$ cat src/rtl/macphy_rst_pkg.sv
package macphy_rst_pkg;

  // Round a nanosecond interval up to whole clock cycles.
  function automatic longint ns_to_cyc(longint hz, longint ns);
    return (hz * ns + 64'd999_999_999) / 64'd1_000_000_000;
  endfunction

  // Millisecond interval in clock cycles.
  function automatic longint ms_to_cyc(longint hz, longint ms);
    return (hz / 64'd1000) * ms;
  endfunction

endpackage

$ cat src/rtl/rst_pin_qual.sv
module rst_pin_qual #(
  parameter int SYNC_STAGES = 2,
  parameter int QUAL_CYC    = 13
) (
  input  logic clk,
  input  logic rst_n,
  input  logic pin_i,
  output logic pin_act_o,
  output logic pin_fall_o
);
  localparam int QW = $clog2(QUAL_CYC + 1);
  localparam logic [QW-1:0] QMAX = QW'(QUAL_CYC);

  logic [SYNC_STAGES-1:0] sync_q;
  logic                   pin_s;
  logic [QW-1:0]          cnt_q, cnt_d;
  logic                   act_prev_q;

  // synchronizer chain
  genvar g;
  generate
    for (g = 0; g < SYNC_STAGES; g++) begin : g_sync
      if (g == 0) begin : g_first
        always_ff @(posedge clk or negedge rst_n) begin
          if (!rst_n) sync_q[0] <= 1'b0;
          else        sync_q[0] <= pin_i;
        end
      end else begin : g_next
        always_ff @(posedge clk or negedge rst_n) begin
          if (!rst_n) sync_q[g] <= 1'b0;
          else        sync_q[g] <= sync_q[g-1];
        end
      end
    end
  endgenerate

  assign pin_s = sync_q[SYNC_STAGES-1];

  always_comb begin
    if (!pin_s)             cnt_d = '0;
    else if (cnt_q == QMAX) cnt_d = cnt_q;
    else                    cnt_d = cnt_q + 1'b1;
  end

  always_ff @(posedge clk or negedge rst_n) begin
    if (!rst_n) begin
      cnt_q      <= '0;
      act_prev_q <= 1'b0;
    end else begin
      cnt_q      <= cnt_d;
      act_prev_q <= pin_act_o;
    end
  end

  assign pin_act_o  = (cnt_q == QMAX);
  assign pin_fall_o = act_prev_q & ~pin_act_o;


  pin_needs_level_chk: assert property (@(posedge clk) disable iff (!rst_n)
    $rose(pin_act_o) |-> $past(pin_s));

endmodule

$ cat src/rtl/rst_pulse_gen.sv
module rst_pulse_gen #(
  parameter int PULSE_CYC = 16
) (
  input  logic clk,
  input  logic rst_n,
  input  logic start_i,
  input  logic hold_i,
  input  logic set_pend_i,
  output logic rst_o,
  output logic pend_o,
  output logic latch_o
);
  localparam int PW = $clog2(PULSE_CYC + 1);
  localparam logic [PW-1:0] PLEN = PW'(PULSE_CYC);

  logic [PW-1:0] pcnt_q, pcnt_d;
  logic          pend_q, pend_d;
  logic          latch_q, latch_d;
  logic          load, done;

  assign load = start_i | hold_i;
  assign done = (pcnt_q == PW'(1)) & ~load;

  always_comb begin
    if (load)              pcnt_d = PLEN;
    else if (pcnt_q != '0) pcnt_d = pcnt_q - 1'b1;
    else                   pcnt_d = pcnt_q;
    pend_d  = set_pend_i | (pend_q & ~done);
    latch_d = done;
  end

  always_ff @(posedge clk or negedge rst_n) begin
    if (!rst_n) begin
      pcnt_q  <= '0;
      pend_q  <= 1'b0;
      latch_q <= 1'b0;
    end else begin
      pcnt_q  <= pcnt_d;
      pend_q  <= pend_d;
      latch_q <= latch_d;
    end
  end

  assign rst_o   = (pcnt_q != '0);
  assign pend_o  = pend_q;
  assign latch_o = latch_q;


  pend_inside_pulse_chk: assert property (@(posedge clk) disable iff (!rst_n)
    pend_o |-> rst_o);

  latch_at_end_chk: assert property (@(posedge clk) disable iff (!rst_n)
    latch_o |-> $fell(rst_o));

endmodule

$ cat src/rtl/rst_ready_timer.sv
module rst_ready_timer #(
  parameter int READY_CYC = 100
) (
  input  logic clk,
  input  logic rst_n,
  input  logic start_i,
  input  logic hold_i,
  output logic ready_o
);
  localparam int TW = $clog2(READY_CYC + 1);
  localparam logic [TW-1:0] TLEN = TW'(READY_CYC);

  logic [TW-1:0] tcnt_q, tcnt_d;
  logic          rdy_q, rdy_d;
  logic          load;

  assign load = start_i | hold_i;

  always_comb begin
    if (load)              tcnt_d = TLEN;
    else if (tcnt_q != '0) tcnt_d = tcnt_q - 1'b1;
    else                   tcnt_d = tcnt_q;
    rdy_d = ~load & (rdy_q | (tcnt_q == TW'(1)));
  end

  always_ff @(posedge clk or negedge rst_n) begin
    if (!rst_n) begin
      tcnt_q <= '0;
      rdy_q  <= 1'b0;
    end else begin
      tcnt_q <= tcnt_d;
      rdy_q  <= rdy_d;
    end
  end

  assign ready_o = rdy_q;


  restart_drops_ready_chk: assert property (@(posedge clk) disable iff (!rst_n)
    start_i |=> !ready_o);

endmodule

$ cat src/rtl/macphy_rst_seq.sv
module macphy_rst_seq #(
  parameter int CLK_HZ        = 125_000_000,
  parameter int PIN_MIN_NS    = 100,
  parameter int READY_MS      = 50,
  parameter int SIM_READY_CYC = 0,
  parameter int PULSE_CYC     = 16,
  parameter int SYNC_STAGES   = 2
) (
  input  logic clk,
  input  logic rst_n,
  input  logic rst_pin_i,
  input  logic por_i,
  input  logic sw_rst_i,
  input  logic phy_rst_wr_i,
  input  logic ee_present_i,
  output logic mac_rst_o,
  output logic phy_rst_o,
  output logic phy_addr_latch_o,
  output logic ee_load_o,
  output logic phy_ready_o,
  output logic phy_rst_rdbk_o
);
  import macphy_rst_pkg::*;

  localparam int QUAL_CYC  = int'(ns_to_cyc(longint'(CLK_HZ), longint'(PIN_MIN_NS)));
  localparam int READY_CYC = (SIM_READY_CYC > 0) ? SIM_READY_CYC
                           : int'(ms_to_cyc(longint'(CLK_HZ), longint'(READY_MS)));

  logic pin_act, pin_fall;
  logic por_q, sw_q;
  logic por_rise, sw_fall, phy_start;
  logic mac_q, mac_d;
  logic ee_q, ee_d;

  rst_pin_qual #(.SYNC_STAGES(SYNC_STAGES), .QUAL_CYC(QUAL_CYC)) u_qual (
    .clk(clk), .rst_n(rst_n), .pin_i(rst_pin_i),
    .pin_act_o(pin_act), .pin_fall_o(pin_fall)
  );

  assign por_rise  = por_i & ~por_q;
  assign sw_fall   = sw_q & ~sw_rst_i;
  assign phy_start = por_rise | phy_rst_wr_i | sw_fall | pin_fall;

  always_comb begin
    mac_d = pin_act | sw_rst_i;
    ee_d  = pin_fall & ee_present_i;
  end

  always_ff @(posedge clk or negedge rst_n) begin
    if (!rst_n) begin
      por_q <= 1'b0;
      sw_q  <= 1'b0;
      mac_q <= 1'b0;
      ee_q  <= 1'b0;
    end else begin
      por_q <= por_i;
      sw_q  <= sw_rst_i;
      mac_q <= mac_d;
      ee_q  <= ee_d;
    end
  end

  rst_pulse_gen #(.PULSE_CYC(PULSE_CYC)) u_pulse (
    .clk(clk), .rst_n(rst_n), .start_i(phy_start), .hold_i(pin_act),
    .set_pend_i(phy_rst_wr_i), .rst_o(phy_rst_o), .pend_o(phy_rst_rdbk_o),
    .latch_o(phy_addr_latch_o)
  );

  rst_ready_timer #(.READY_CYC(READY_CYC)) u_timer (
    .clk(clk), .rst_n(rst_n), .start_i(phy_start), .hold_i(pin_act),
    .ready_o(phy_ready_o)
  );

  assign mac_rst_o = mac_q;
  assign ee_load_o = ee_q;


  sw_holds_mac_chk: assert property (@(posedge clk) disable iff (!rst_n)
    sw_rst_i |=> mac_rst_o);

  ee_strobe_single_chk: assert property (@(posedge clk) disable iff (!rst_n)
    ee_load_o |=> !ee_load_o);

  not_ready_in_reset_chk: assert property (@(posedge clk) disable iff (!rst_n)
    phy_rst_o |-> !phy_ready_o);

endmodule

$ cat config.mk
export PLATFORM = sky130hd
export DESIGN_NAME = macphy_rst_seq
export DESIGN_NICKNAME = d
export VERILOG_FILES = /design/src/rtl/macphy_rst_pkg.sv /design/src/rtl/rst_pin_qual.sv /design/src/rtl/rst_pulse_gen.sv /design/src/rtl/rst_ready_timer.sv /design/src/rtl/macphy_rst_seq.sv
export SDC_FILE = /design/constraint.sdc
export NUM_CORES = 1
export LEC_CHECK = 0
export ABC_CLOCK_PERIOD_IN_PS = 4400
export CORE_UTILIZATION = 62
export CTS_CLUSTER_DIAMETER = 80
export DETAILED_ROUTE_END_ITERATION = 7
export PLACE_DENSITY = 0.94
export SKIP_CTS_REPAIR_TIMING = 1
export SLEW_MARGIN = 10
export SYNTH_ARGS = -nofsm -noshare
export SYNTH_HDL_FRONTEND = slang
export SYNTH_SLANG_ARGS = --single-unit
$ cat constraint.sdc
create_clock -name clk -period 4.4 [get_ports clk]
set_input_delay 0.88 -clock clk [delete_from_list [all_inputs] [get_ports clk]]
set_output_delay 0.88 -clock clk [all_outputs]
set_load 0.01 [all_outputs]
==> summary.txt <==
STA
  • RSZ-0062 raised after global routing: no
  • Period utilization: 63.5%
  • Worst Skew: 0.0127 ns
  • Max Clk Rate: 0.358 GHz
  • Final setup fails: 0
  • Max-slew headroom: 36.4%
  • Setup TNS: 0 ns
  • Min cycle time layout: 2.79 ns
  • Slew Limit Fails: 0
  • Slew @ Worst Pin: 0.951 ns
  • Hold Vio Cnt, Final: 0

Worst setup path
  • Crit path max fanout: 6
  • Worst path cell trace: inv_1, ha_1, nand2_1, clkdlybuf4s50_1
  • Critical path's slowest cell: clkdlybuf4s50_1
  • Setup CP Type: reg2out
  • Reg2Reg Setup Slack: 1.68 ns
  • Critical Path Stages: 4
  • Critical Path Source Type: register
  • Kind of cell adding the most delay to the critical path: buffers and inverters
  • Worst path max stage delay: 0.58 ns
  • Critical path arrival: 1.91 ns
  • CP Data Required Time: 3.52 ns
  • Worst setup EP type: primary output
  • Crit path buffers/inverters: 2
  • Reg2Reg Depth: 7

Floorplan
  • # rows: 20
  • Die H: 59.4 microns
  • Core Region: 0.00308 sq mm
  • Starting density of the core: 66.4%
  • Die X: 59.4 microns
  • IO Pins: 13
  • DIE AREA: 0.00353 sq mm

Clock network
  • Sink Count: 42
  • CTS max path bufs: 2
  • Clock root buffer: clkbuf_4
  • Worst skew pair latency: 0.37 ns
  • # H-tree levels: 2
  • CTS Buf Count: 5
  • Reg clk slew, reported paths: 0.13 ns
  • CTS tree: built

Synth
  • Syn. warnings: 0
  • Post-synth top area cell: dfrtp_1
  • Post-Synthesis Mean Instance Area: 10.5 sq um
  • Synth top area share: 51.4%
  • Register area share after synthesis: 51.4%
  • Mapped Area: 0.00204 sq mm
  • Ranking of synthesized cells by area: dfrtp_1 51%, ha_1 4.3%, nor2_1 3.3%, xnor2_1 2.6%, xor2_1 2.6%
  • Syn_nets: 209
  • Count of different cell masters after synthesis: 44
  • Number of synthesized register bits: 42
  • Cell count after synthesis: 195

Detailed routing
  • Met2 wire length: 2120 microns
  • Post-DRT Antenna Nets: 0
  • Max layer used: met4
  • Drt total wl: 4100 microns
  • Met1 WL: 1750 microns
  • Via count: 1,581
  • DRT iter0 DRCs: 79
  • First-pass DRT Iterations: 4
  • Vias/cell: 6.18
  • Metal3 WL: 141 microns
  • Drt wl/cell: 16.0 microns
  • Post-route DRC: 0

Worst hold path
  • Hold Crit Class: reg2reg
  • Worst hold stages: 0

Power and ir drop
  • PD cells: 322 mW/mm^2
  • Total Power: 0.728 mW
  • Leakage: 0.915 nW
  • Worst vdd ir: 0.271 mV

Place
  • Post-DP HPWL: 2880 microns
  • Final GP Congestion: 0.829
  • Post-DP Area: 0.00220 sq mm
  • Dpl cells: 248
  • PortBufs: 12

Layout
  • Area grow syn2layout: 10.7%
  • Layout Nets: 225
  • Filler instances: 219
  • Final Non-Filler Cells: 256
  • Share of cells above drive strength 1: 13.2%
  • Design Area, Final: 0.00226 sq mm
  • Number of diodes: 0

Global route
  • Initial antenna violation count: 0
  • First-pass GRT wire length: 7170 microns
  • Pin count of the biggest net entering global routing: 43
  • Total grt overflow: 0
  • Overall Global Routing Usage: 28.2%
  • Vias in the first global route: 1,642

Status
  • Status: complete, no violations

Job
  • Max-cap viol count: 0
==> report_power, final <==
part / switching, mW / internal [mW] / total [mW] / leakage (nW)
sequential: 0.0175 / 0.402 / 0.420 / 0.495
clock: 0.131 / 0.0768 / 0.208 / 0.0343
combinational: 0.0573 / 0.0423 / 0.0996 / 0.386
==> layer usage <==
| metal | global-route usage, % | up-vias |
|---|---|---|
| li1 | - | 739 |
| met3 | 7.64 | 10 |
| met1 | 34.8 | 787 |
| met5 | 0 | - |
| met4 | 17.0 | 0 |
| met2 | 44.3 | 45 |
==> kinds of logic (layout without fill, tap and decap cells) <==
family | after synthesis | after routing | synth area share, %
simple gates | 85 | 85 | 23.3
fa+ha+maj | 7 | 7 | 4.29
mux | 1 | 1 | 0.551
buf+inv | 11 | 28 | 2.39
xor+xnor | 12 | 12 | 5.14
compound gates | 37 | 37 | 12.9
flops | 42 | 42 | 51.4
==> through the flow <==
step,hold WS [ns],util [%],setup slack [ns]
after floorplan,0.331,-,2.08
after global placement,0.332,71.4,1.70
after detailed placement,0.350,71.4,1.49
after CTS,0.379,73.5,1.59
after global routing,0.391,73.5,1.50
final,0.377,73.5,1.61
==> synthesized netlist by cell type <==
cell,n
nor2_1,18
dfrtp_1,42
o211ai_1,3
a41oi_1,1
o211a_1,1
xor2_1,6
or2_4,1
a31oi_1,2
o21a_1,2
nor4_1,4
o311ai_0,2
or4_1,3
mux2_2,1
o21bai_1,1
o21ai_1,1
a41o_1,1
a211oi_1,2
or3_1,6
nor4_2,1
inv_1,7
nor3_1,7
o41ai_1,3
or2_2,8
a21oi_1,4
clkbuf_1,3
nor3b_1,2
xnor2_1,6
and2_1,1
nand4_1,1
buf_6,1
and3_1,3
or4_2,1
nand3_1,7
nand3b_1,1
or4_4,2
nand2b_1,3
or4b_4,1
o31ai_1,5
o21ai_0,7
a211oi_2,1
or3_2,2
nand2_1,13
a211o_1,1
ha_1,7
==> placed cells by master, fill, tap and decap left out, types with 5 or more instances in the layout <==
cell,count
inv_1,7
ha_1,7
or3_1,6
nor3_1,7
o31ai_1,5
or2_2,8
nand3_1,7
xor2_1,6
nor2_1,18
clkbuf_4,5
o21ai_0,7
nand2_1,13
xnor2_1,6
dfrtp_1,42
clkdlybuf4s50_1,11
==> flip-flops by register name, indices dropped and copies added (netlist names) <==
name               cells
u_timer.ready_o        1
u_pulse.pcnt_q         5
u_timer.tcnt_q        23
u_qual.cnt_q           4
u_qual.pin_s           1
ee_load_o              1
u_qual.act_prev_q      1
mac_rst_o              1
sw_q                   1
u_pulse.latch_o        1
u_qual.sync_q          1
u_pulse.pend_o         1
por_q                  1
==> path summary, 6_finish.rpt <==
kind	from	end
max	u_pulse.pcnt_q[0]	phy_rst_o
min	u_qual.sync_q[0]	u_qual.pin_s
max reg2reg	u_timer.tcnt_q[0]	u_timer.tcnt_q[21]
min reg2reg	u_qual.sync_q[0]	u_qual.pin_s
max in group asynchronous	rst_n	u_timer.tcnt_q[9]
min in group asynchronous	rst_n	u_qual.cnt_q[0]
==> cell type report <==
type / instances / area, sq um / share of cell area, %
Clock inverter: 2 / 12.5 / 0.553
Inverter: 7 / 26.3 / 1.16
Multi-Input combinational cell: 142 / 943 / 41.7
Sequential cell: 42 / 1050 / 46.5
Clock buffer: 6 / 51.3 / 2.27
Timing Repair Buffer: 13 / 123 / 5.42
Tap cell: 44 / 55.1 / 2.43
No activity file was read; power rests on OpenSTA's default activity.
